`config.mk`:
```
export PLATFORM = sky130hd
export DESIGN_NAME = pgm_counter
export DESIGN_NICKNAME = d
export VERILOG_FILES = /design/src/rtl/pgm_counter_pkg.sv /design/src/rtl/pc_addr_match.sv /design/src/rtl/pc_sel.sv /design/src/rtl/pc_next_val.sv /design/src/rtl/pgm_counter.sv
export SDC_FILE = /design/constraint.sdc
export NUM_CORES = 1
export LEC_CHECK = 0
export BUFFER_PORTS_ARGS = -buffer_cell sky130_fd_sc_hd__clkbuf_2
export CORE_MARGIN = 2
export CORE_UTILIZATION = 40
export DETAILED_ROUTE_END_ITERATION = 16
export PLACE_DENSITY = 0.8
export SYNTH_ARGS = -nofsm -noshare
export SYNTH_HDL_FRONTEND = slang
export SYNTH_SLANG_ARGS = --single-unit
```
`constraint.sdc`:
```
create_clock -name clk -period 1.3 [get_ports clk]
set_input_delay 0 -clock clk [delete_from_list [all_inputs] [get_ports clk]]
set_output_delay 0 -clock clk [all_outputs]
set_load 0.1 [all_outputs]
```
`src/rtl/pgm_counter_pkg.sv`:
```
package pgm_counter_pkg;

   localparam int unsigned PAGE_BITS = 8;

   typedef enum logic [1:0] {
      NX_HOLD = 2'd0,
      NX_STEP = 2'd1,
      NX_LOAD = 2'd2
   } nx_sel_e;

endpackage

```
`src/rtl/pc_addr_match.sv`:
```
module pc_addr_match #(
   parameter int unsigned ADDR_W       = 8,
   parameter int unsigned LOW_REG_ADDR = 2
) (
   input  logic              wr_en,
   input  logic [ADDR_W-1:0] wr_addr,
   output logic              hit
);
   localparam logic [ADDR_W-1:0] MATCH = ADDR_W'(LOW_REG_ADDR);

   always_comb begin
      hit = wr_en && (wr_addr == MATCH);
   end
endmodule

```
`src/rtl/pc_sel.sv`:
```
module pc_sel
   import pgm_counter_pkg::*;
(
   input  logic    hit,
   input  logic    in_bubble,
   input  logic    step_en,
   output nx_sel_e sel,
   output logic    bubble_nx
);
   always_comb begin
      if (hit) begin
         sel       = NX_LOAD;
         bubble_nx = 1'b1;
      end else if (in_bubble) begin
         sel       = NX_HOLD;
         bubble_nx = 1'b0;
      end else if (step_en) begin
         sel       = NX_STEP;
         bubble_nx = 1'b0;
      end else begin
         sel       = NX_HOLD;
         bubble_nx = 1'b0;
      end
   end
endmodule

```
`src/rtl/pc_next_val.sv`:
```
module pc_next_val
   import pgm_counter_pkg::*;
#(
   parameter int unsigned PC_W = 12
) (
   input  logic [PC_W-1:0]      pc,
   input  logic [PAGE_BITS-1:0] wr_data,
   input  nx_sel_e              sel,
   output logic [PC_W-1:0]      pc_nx
);
   logic [PC_W-1:0] target;

   generate
      if (PC_W == PAGE_BITS) begin : g_single_page
         always_comb target = wr_data;
      end else begin : g_paged
         always_comb target = {pc[PC_W-1:PAGE_BITS], wr_data};
      end
   endgenerate

   always_comb begin
      unique case (sel)
         NX_LOAD: pc_nx = target;
         NX_STEP: pc_nx = pc + PC_W'(1);
         default: pc_nx = pc;
      endcase
   end
endmodule

```
`src/rtl/pgm_counter.sv`:
```
module pgm_counter
   import pgm_counter_pkg::*;
#(
   parameter int unsigned PC_W         = 12,
   parameter int unsigned ADDR_W       = 8,
   parameter int unsigned LOW_REG_ADDR = 2
) (
   input  logic              clk,
   input  logic              rst_n,
   input  logic              step_en,
   input  logic              wr_en,
   input  logic [ADDR_W-1:0] wr_addr,
   input  logic [7:0]        wr_data,
   output logic [PC_W-1:0]   pc_addr,
   output logic [7:0]        low_rd,
   output logic              bubble
);
   generate
      if (PC_W < PAGE_BITS || PC_W > 24) begin : g_bad_pc_w
         $error("pgm_counter: PC_W must lie in 8..24");
      end
      if (ADDR_W < 1 || ADDR_W > 16) begin : g_bad_addr_w
         $error("pgm_counter: ADDR_W must lie in 1..16");
      end
      if (LOW_REG_ADDR >= (1 << ADDR_W)) begin : g_bad_low_addr
         $error("pgm_counter: LOW_REG_ADDR does not fit in ADDR_W");
      end
   endgenerate

   logic            hit;
   logic            bubble_nx;
   nx_sel_e         sel;
   logic [PC_W-1:0] pc_q;
   logic [PC_W-1:0] pc_nx;
   logic            bub_q;

   pc_addr_match #(.ADDR_W(ADDR_W), .LOW_REG_ADDR(LOW_REG_ADDR)) u_match (
      .wr_en   (wr_en),
      .wr_addr (wr_addr),
      .hit     (hit)
   );

   pc_sel u_sel (
      .hit       (hit),
      .in_bubble (bub_q),
      .step_en   (step_en),
      .sel       (sel),
      .bubble_nx (bubble_nx)
   );

   pc_next_val #(.PC_W(PC_W)) u_next (
      .pc      (pc_q),
      .wr_data (wr_data),
      .sel     (sel),
      .pc_nx   (pc_nx)
   );

   always_ff @(posedge clk or negedge rst_n) begin
      if (!rst_n) begin
         pc_q  <= '0;
         bub_q <= 1'b0;
      end else begin
         pc_q  <= pc_nx;
         bub_q <= bubble_nx;
      end
   end

   assign pc_addr = pc_q;
   assign low_rd  = pc_q[7:0];
   assign bubble  = bub_q;

   // reset state
   p_reset_clear_r1: assert property (@(posedge clk)
      !rst_n |=> (pc_q == '0 && !bub_q));

   // plain advance
   p_step_r2: assert property (@(posedge clk) disable iff (!rst_n)
      (!hit && !bub_q && step_en) |=> (pc_q == $past(pc_q) + PC_W'(1)));

   // idle hold
   p_idle_r2: assert property (@(posedge clk) disable iff (!rst_n)
      (!hit && !bub_q && !step_en) |=> $stable(pc_q));

   // low byte loaded, page kept
   p_load_low_r4: assert property (@(posedge clk) disable iff (!rst_n)
      hit |=> (pc_q[7:0] == $past(wr_data)));

   p_page_kept_r4: assert property (@(posedge clk) disable iff (!rst_n)
      hit |=> ((pc_q >> PAGE_BITS) == ($past(pc_q) >> PAGE_BITS)));

   // bubble follows each low-byte write
   p_bubble_set_r6: assert property (@(posedge clk) disable iff (!rst_n)
      hit |=> bub_q);

   p_bubble_one_r6: assert property (@(posedge clk) disable iff (!rst_n)
      (bub_q && !hit) |=> !bub_q);

   p_bubble_hold_r6: assert property (@(posedge clk) disable iff (!rst_n)
      (bub_q && !hit) |=> $stable(pc_q));

   // readback mirrors address
   always_comb begin
      a_low_mirror_r7: assert (low_rd == pc_addr[7:0]);
   end
endmodule

```
==> results.toml, run 1 <==
[place]
portBuffers = 40
gp_congestion = 0.726
place.detailed.hpwl_mm = 1.29
place_inst = 140

[worst_setup_path]
startpoint = "bubble"
crit_slowest_cell = "dfrtp_4"
crit_path_end_kind = "register"
r2r-end = "pc_addr[7]"
rr_startpoint = "bubble"
startpoint_type = "register"
slowest_delay_ps = 490
critical_path_cell_count = 4
worst_r2r_path_depth = 4
cp_num_buf_inv = 0
crit_arrival_ps = 1530
worstSetupPathType = "register to register"
cp-endpoint = "pc_addr[7]"
r2r_setup_slack_ps = -10
path_max_fanout = 4
cpLargestDelayFamily = "flip-flops"
crit_chain = "and2b_4 -> nand3_4 -> o31a_2 -> a21oi_2"
cp.required_ps = 1510

[synthesis]
yosys.area.top_type_share_pct = 39.0
synth_cell_types = 26
ys_ff_latch = 13
synth_area_leader_cell = "dfrtp_1"
synth-edff-count = 0
synth.cell_area_um2 = 833
synth.most_common_cell = "dfrtp_1"
ys_seq_area_share_pct = 39.0
ys_async_sr_fraction_pct = 100
syn_avg_cell_area_um2 = 11.0
synth_flop_cell = "dfrtp_1"
syn_nets = 97
ys_warn_count = 0
synth_common_cells = "13 x dfrtp_1, 11 x nand2_1, 8 x buf_4"
synth_area_leaders = "dfrtp_1 39%, xor2_1 7.4%, buf_4 7.2%"
netlist_instances = 76

[finish]
instances_no_fill = 154
num_antenna_cells = 0
drive_gt1_share_pct = 66.1
final_nets = 149
area_delta_synth_final_pct = 50.6

[outcome]
status = "complete, but fails checks"
violations = "setup timing"

[floorplan]
dieArea_um2 = 2460
die_w_um = 49.6
core_area_um2 = 1960
io_pins = 41
start_util_pct = 42.5
die_y_um = 49.6
num_rows = 16

[global_route]
grt_overflow = 0
grt_pass1_vias = 698
grt_pass1_wl_mm = 3.04
grt_max_degree = 20
grt_usage_pct = 16.3
antenna_found_initial = 0

[drt]
routedWlPerCell_um = 11.5
wl_mm = 1.77
remaining_drc_errors = 0
via_per_inst = 4.54
dr.first_iter.drc_count = 2
vias = 699
antenna_left = 0
first_pass_iters = 4

[timing]
min_period_ps = 1310
finalHoldViolCount = 0
tightest_slew_ps = 543
setup_violations = 1
setup_slack_ps = -13.8
relSlewSlack_pct = 63.9
max_freq_mhz = 761
finalCritPeriodShare_pct = 101
drv_slew = 0
grt_setup_unrepaired = "true"
clock_skew_ps = 1.45

[cts]
clock_path_buffers = 2
htree_levels = 1
clock-sinks = 13
clk-insertion-delay-late_ps = 280
path_clk_slew_ps = 80
cts_buffers = 3
cts-root-buf = "clkbuf_4"
cts_tree = "done"

[flow_run]
drv_cap = 0

[min_path]
hp-class = "input pin to register"
==> final cells by class <==
type                    count  area [um^2]
inverters                   1         8.76
multi-input cells          53          478
flip-flops and latches     13          355
clock buffers               4         26.3
fillers                   182          707
well taps                  27         33.8
repair buffers             56          353
==> worst register-to-register path: stages (launching register included) <==
cell,delay (ps)
dfrtp_4,490
and2b_4,270
nand3_4,90
o31a_2,290
a21oi_2,110
==> sequential cells by signal, indices dropped and copies added, names as in the netlist <==
name and flops:
pc_addr 12, bubble 1
==> timing repair <==
action,CTS,global route
gates resized for setup,2,9
buffers inserted,1,0
hold endpoints to repair,21,0
hold buffers,9,0
pin swaps,0,3
setup endpoints to repair,2,12
==> kinds of logic after synthesis <==
logic type	synth area share, %
multiplexers	1.20
buffers and inverters	9.61
XOR/XNOR	10.5
AND/OR/NAND/NOR	30.6
AO/OA/AOI/OAI	7.51
flip-flops	39.0
adder cells (fa/ha/maj)	1.50
==> worst min path at each step <==
stage | start | to | slack, ps | cells after the start
after CTS | wr_en | pc_addr[7] | 60 | 4
after detailed placement | rst_n | pc_addr[11] | -90 | 1
after floorplan | rst_n | pc_addr[10] | -300 | 0
final | wr_en | pc_addr[7] | 80 | 4
after global placement | rst_n | pc_addr[11] | -100 | 1
after global routing | wr_en | pc_addr[7] | 110 | 4
==> metrics by stage <==
| step | setup slack, ps | hold slack (ps) | setup TNS (ps) | utilization (%) | area (um^2) |
|---|---|---|---|---|---|
| 5_1_grt | -67.5 | 109 | -196 | 64.0 | 1250 |
| 2_1_floorplan | -229 | -296 | -1300 | - | 887 |
| 3_5_place_dp | -10.5 | -89.7 | -16.7 | 56.3 | 1100 |
| 3_3_place_gp | 19.1 | -96.4 | 0 | 56.3 | 1100 |
| 6_report | -13.8 | 78.7 | -13.8 | 64.0 | 1250 |
| 4_1_cts | -17.9 | 61.6 | -17.9 | 63.1 | 1240 |
==> cells in the final DEF, fill, tap and decap left out, types with 2 or more instances in the layout <==
| master | n |
|---|---|
| dlygate4sd3_1 | 9 |
| xnor2_1 | 3 |
| dfrtp_2 | 6 |
| buf_4 | 11 |
| o21ai_2 | 2 |
| dfrtp_4 | 6 |
| nand2_1 | 10 |
| buf_2 | 5 |
| nand3_1 | 2 |
| clkbuf_2 | 31 |
| nor2_1 | 3 |
| clkbuf_4 | 3 |
| xor2_1 | 7 |
| o21ai_1 | 4 |
| o21ai_0 | 2 |
| nand3_4 | 2 |
==> routing by layer <==
layer	share of wire, %	GRT usage (%)	up-vias	wire, um
met4	1.8	8.33	0	31
li1	-	-	359	-
met2	54	28.2	19	963
met5	0	0	-	0
met3	3.7	2.73	4	65
met1	40	19.3	317	708
Power of run 1 is not shown: default switching activity piles up to over one toggle a cycle in this logic, so the estimate is an artifact.
==> run 2, diff against run 1 <==
- ABC_CLOCK_PERIOD_IN_PS: unset -> 1300
- REMOVE_ABC_BUFFERS: unset -> 1
==> results.toml, run 2 (synthesis gave the netlist of run 1 again) <==
[drt]
vias = 746
antenna_left = 0
via_per_inst = 4.78
wl_mm = 2.02
first_pass_iters = 4
remaining_drc_errors = 0
routedWlPerCell_um = 12.9
dr.first_iter.drc_count = 7

[global_route]
grt_use_met1_pct = 17.6
busiest_layer = "met2"
antenna_found_initial = 0
grt_pass1_wl_mm = 2.96
gr-usage-met3_pct = 2.42
grt_pass1_vias = 686
grt_usage_pct = 15.5
grt_max_degree = 20
use_met2_pct = 28.9
grt_overflow = 0

[min_path]
hp-class = "input pin to register"

[flow_run]
drv_cap = 0

[timing]
tightest_slew_ps = 548
relSlewSlack_pct = 63.6
setup_violations = 0
drv_slew = 0
min_period_ps = 1290
clock_skew_ps = 0.966
finalHoldViolCount = 0
grt_setup_unrepaired = "true"
finalCritPeriodShare_pct = 99.4
max_freq_mhz = 774

[worst_setup_path]
path_max_fanout = 4
worstSetupPathType = "register to register"
r2r_setup_slack_ps = 8
slowest_delay_ps = 400
crit_chain = "and2b_4 -> nand3_4 -> o31a_2 -> a21oi_2"
crit_slowest_cell = "dfrtp_1"
cp.required_ps = 1510
startpoint_type = "register"
crit_arrival_ps = 1500
crit_path_end_kind = "register"

[finish]
final_nets = 151
instances_no_fill = 156
num_antenna_cells = 0
largest_reg_flops = 12
final_cell_mix = "24 x clkbuf_2, 24 x buf_4, 12 x dfrtp_1"
area_delta_synth_final_pct = 54.4
drive_gt1_share_pct = 57.4

[cts]
cts_tree = "done"
path_clk_slew_ps = 80
clock_path_buffers = 2
clock-sinks = 13
cts_buffers = 3
cts-root-buf = "clkbuf_4"
clk-insertion-delay-late_ps = 280
htree_levels = 1

[outcome]
status = "finished clean"

[floorplan]
start_util_pct = 42.5
die_w_um = 49.6
num_rows = 16
core_area_um2 = 1960
die_y_um = 49.6
io_pins = 41
dieArea_um2 = 2460

[place]
place_inst = 140
gp_congestion = 0.769
portBuffers = 40
place.detailed.hpwl_mm = 1.39
==> run 2: cell types whose count changed in the layout (fill, tap and decap cells not counted), sizes merged <==
cell and change:
clkbuf -7, buf +9
==> run 2: cell type report <==
| class | count | area, um^2 |
|---|---|---|
| Clock buffer | 4 | 26.3 |
| Fill cell | 164 | 676 |
| Inverter | 1 | 8.76 |
| Multi-Input combinational cell | 53 | 489 |
| Sequential cell | 13 | 327 |
| Tap cell | 27 | 33.8 |
| Timing Repair Buffer | 58 | 402 |
==> run 2: per-stage QoR <==
step / area [um^2] / TNS [ps] / setup slack (ps) / utilization [%] / hold slack, ps
6_report: 1290 / 0 / 7.96 / 65.6 / 103
5_1_grt: 1290 / -291 / -91.0 / 65.6 / 93.8
4_1_cts: 1210 / 0 / 0.186 / 61.5 / 102
3_5_place_dp: 1080 / -3.50 / -3.50 / 55.1 / -91.1
3_3_place_gp: 1080 / 0 / 62.1 / 55.1 / -97.4
2_1_floorplan: 762 / -19060 / -1370 / - / -296
==> run 2: layer usage <==
layer	share of wire [%]	routed length, um
met5	0	0
met4	1.3	27
met3	6.0	120
met2	55	1100
met1	38	768
==> run 2: timing repair <==
action | CTS | global route
setup buffers | 0 | 3
resized for setup | 2 | 12
endpoints found under the hold margin | 21 | 0
endpoints found under the setup margin | 2 | 7
hold buffers | 9 | 0
pin swaps | 0 | 11
==> run 2: path summary, 6_finish.rpt <==
path                              from           to  cells past startpoint
max                             bubble   pc_addr[7]                      4
min                              wr_en   pc_addr[7]                      4
max reg2reg                     bubble   pc_addr[7]                      4
min reg2reg                pc_addr[11]  pc_addr[11]                      1
max in group asynchronous        rst_n   pc_addr[7]                      2
min in group asynchronous        rst_n   pc_addr[9]                      2
==> run 2: worst max-delay path, delay by kind of cell, from the launching register on <==
| family | cells | cell delay [ps] |
|---|---|---|
| AO/OA/AOI/OAI | 2 | 470 |
| flip-flops | 1 | 400 |
| AND/OR/NAND/NOR | 2 | 350 |
Power of run 2 is left out for the same reason.
==> run 3, diff against run 2 <==
- ABC_AREA: unset -> 1
- CORE_UTILIZATION: 40 -> 43
- PLACE_DENSITY: 0.8 -> 0.81
==> results.toml, run 3 <==
[finish]
final_cell_mix = "51 x nand2_1, 25 x buf_4, 23 x clkbuf_2"
area_delta_synth_final_pct = 35.4
n_fill_cell = 219
final_common_cell = "nand2_1"
multiInputGateArea_um2 = 558
num_antenna_cells = 0
drive_gt1_share_pct = 35.5
largest_reg_flops = 12
instances_no_fill = 231
final_nets = 225
register_area_um2 = 327
post-route-cell-area_um2 = 1390

[worst_setup_path]
crit_arrival_ps = 1210
slowest_delay_ps = 490
cp_num_buf_inv = 1
crit_slowest_cell = "clkbuf_2"
path_max_fanout = 6
cpLargestDelayFamily = "buffers and inverters"
startpoint_type = "register"
crit_path_end_kind = "primary output"
worstSetupPathType = "register to primary output"
cp.required_ps = 1300
crit_chain = "clkbuf_2"

[synthesis]
synth_flop_cell = "dfrtp_1"
synth.most_common_cell = "nand2_1"
synth-edff-count = 0
ys_warn_count = 0
synth_cell_types = 20
synth_area_leader_cell = "dfrtp_1"
synth_area_leaders = "dfrtp_1 32%, nand2_1 19%, nand3_1 8.7%"
syn_avg_cell_area_um2 = 6.73
ys_ff_latch = 13
netlist_instances = 153
synth_common_cells = "51 x nand2_1, 18 x nand3_1, 16 x inv_1"
synth.cell_area_um2 = 1030
ys_seq_area_share_pct = 31.6
yosys.area.top_type_share_pct = 31.6
ys_async_sr_fraction_pct = 100

[drt]
via_per_inst = 4.95
first_pass_iters = 4
remaining_drc_errors = 0
antenna_left = 0
dr.first_iter.drc_count = 28
wl_mm = 2.49
vias = 1144
routedWlPerCell_um = 10.8

[floorplan]
io_pins = 41
num_rows = 17
core_area_um2 = 2230
start_util_pct = 46.1
dieArea_um2 = 2800
die_y_um = 52.9
die_w_um = 52.9

[cts]
cts-root-buf = "clkbuf_4"
cts_tree = "done"
clock-sinks = 13
htree_levels = 1
path_clk_slew_ps = 90
clk-insertion-delay-late_ps = 280
clock_path_buffers = 2
cts_buffers = 3

[outcome]
status = "finished clean"

[min_path]
hp-class = "input pin to register"

[timing]
max_freq_mhz = 828
clock_skew_ps = 6.59
setup_slack_ps = 92.5
min_period_ps = 1210
setup_violations = 0
tightest_slew_ps = 539
relSlewSlack_pct = 64.2
finalHoldViolCount = 0
finalCritPeriodShare_pct = 92.9
drv_slew = 0

[place]
place.detailed.hpwl_mm = 1.89
portBuffers = 40
place_inst = 218
gp_congestion = 0.871
placed_area_um2 = 1280
place_ws_ps = 105

[power_and_ir_drop]
total_leakage_power_nw = 0.751
max-vdd-ir-drop_v = 0.00134
power_mw = 3.36
power_density_nw_per_um2 = 2410

[global_route]
grt_overflow = 0
antenna_found_initial = 0
grt_pass1_wl_mm = 4.04
grt_pass1_vias = 1004
grt_max_degree = 14
grt_usage_pct = 19.5

[flow_run]
drv_cap = 0
[run 3: cell count changes after synthesis, sizes merged, moves of 3 or more]
cell and change:
nand2 +44, xnor2 -3, nand3b +3, nor2 +15, o21ai -4, nand3 +17
inv +19, xor2 -7, nand4 +3
[run 3: worst paths after layout]
kind / start / end / slack [ps] / cells past startpoint
min in group asynchronous: rst_n / pc_addr[10] / 150 / 2
worst max-delay path: pc_addr[9] / pc_addr[9] / 90 / 1
worst min-delay path: wr_data[6] / pc_addr[6] / 4 / 5
max in group asynchronous: rst_n / pc_addr[2] / 880 / 2
worst min register to register: pc_addr[11] / pc_addr[11] / 560 / 2
worst max register to register: pc_addr[1] / pc_addr[4] / 100 / 8
[run 3: per-stage QoR]
stage,hold slack [ps],TNS (ps),utilization (%)
detailed placement,-81.5,0,57.4
global route,40.4,-5.34,62.4
finish,3.76,0,62.4
CTS,7.71,0,61.7
floorplan,-296,-17950,-
global placement,-84.9,0,57.4
[run 3: cell families (layout without fill, tap and decap cells)]
group           after synthesis  after routing  synth area share, %
flops                        13             13                 31.6
buf+inv                      29             79                 14.2
fa+ha+maj                     1              1                 1.21
simple gates                104            104                 49.2
compound gates                6              6                 3.77
[run 3: cell type report]
type                            instances  area share (%)
Multi-Input combinational cell        111            40.0
Timing Repair Buffer                   55            26.8
Sequential cell                        13            23.4
Inverter                               20            5.39
Tap cell                               28            2.51
Clock buffer                            4            1.89
[run 3: timing repair]
action | CTS | global route
resized for setup | 0 | 1
setup endpoints to repair | 0 | 2
hold buffers | 7 | 0
setup buffers | 0 | 2
endpoints found under the hold margin | 19 | 0
[run 3: where the power goes]
| group | internal, mW | total, mW | switching (mW) |
|---|---|---|---|
| Sequential | 0.505 | 0.659 | 0.154 |
| Combinational | 0.540 | 2.44 | 1.90 |
| Clock | 0.119 | 0.260 | 0.141 |
[run 3: layer usage]
| metal | vias to the layer above | track usage, % | part of all wire [%] |
|---|---|---|---|
| met3 | 5 | 3.39 | 6.2 |
| li1 | 577 | - | - |
| met5 | - | 0 | 0 |
| met2 | 45 | 36.3 | 52 |
| met1 | 517 | 22.3 | 40 |
| met4 | 0 | 6.41 | 1.8 |
Note: power is estimated with default switching activity, not from simulation.
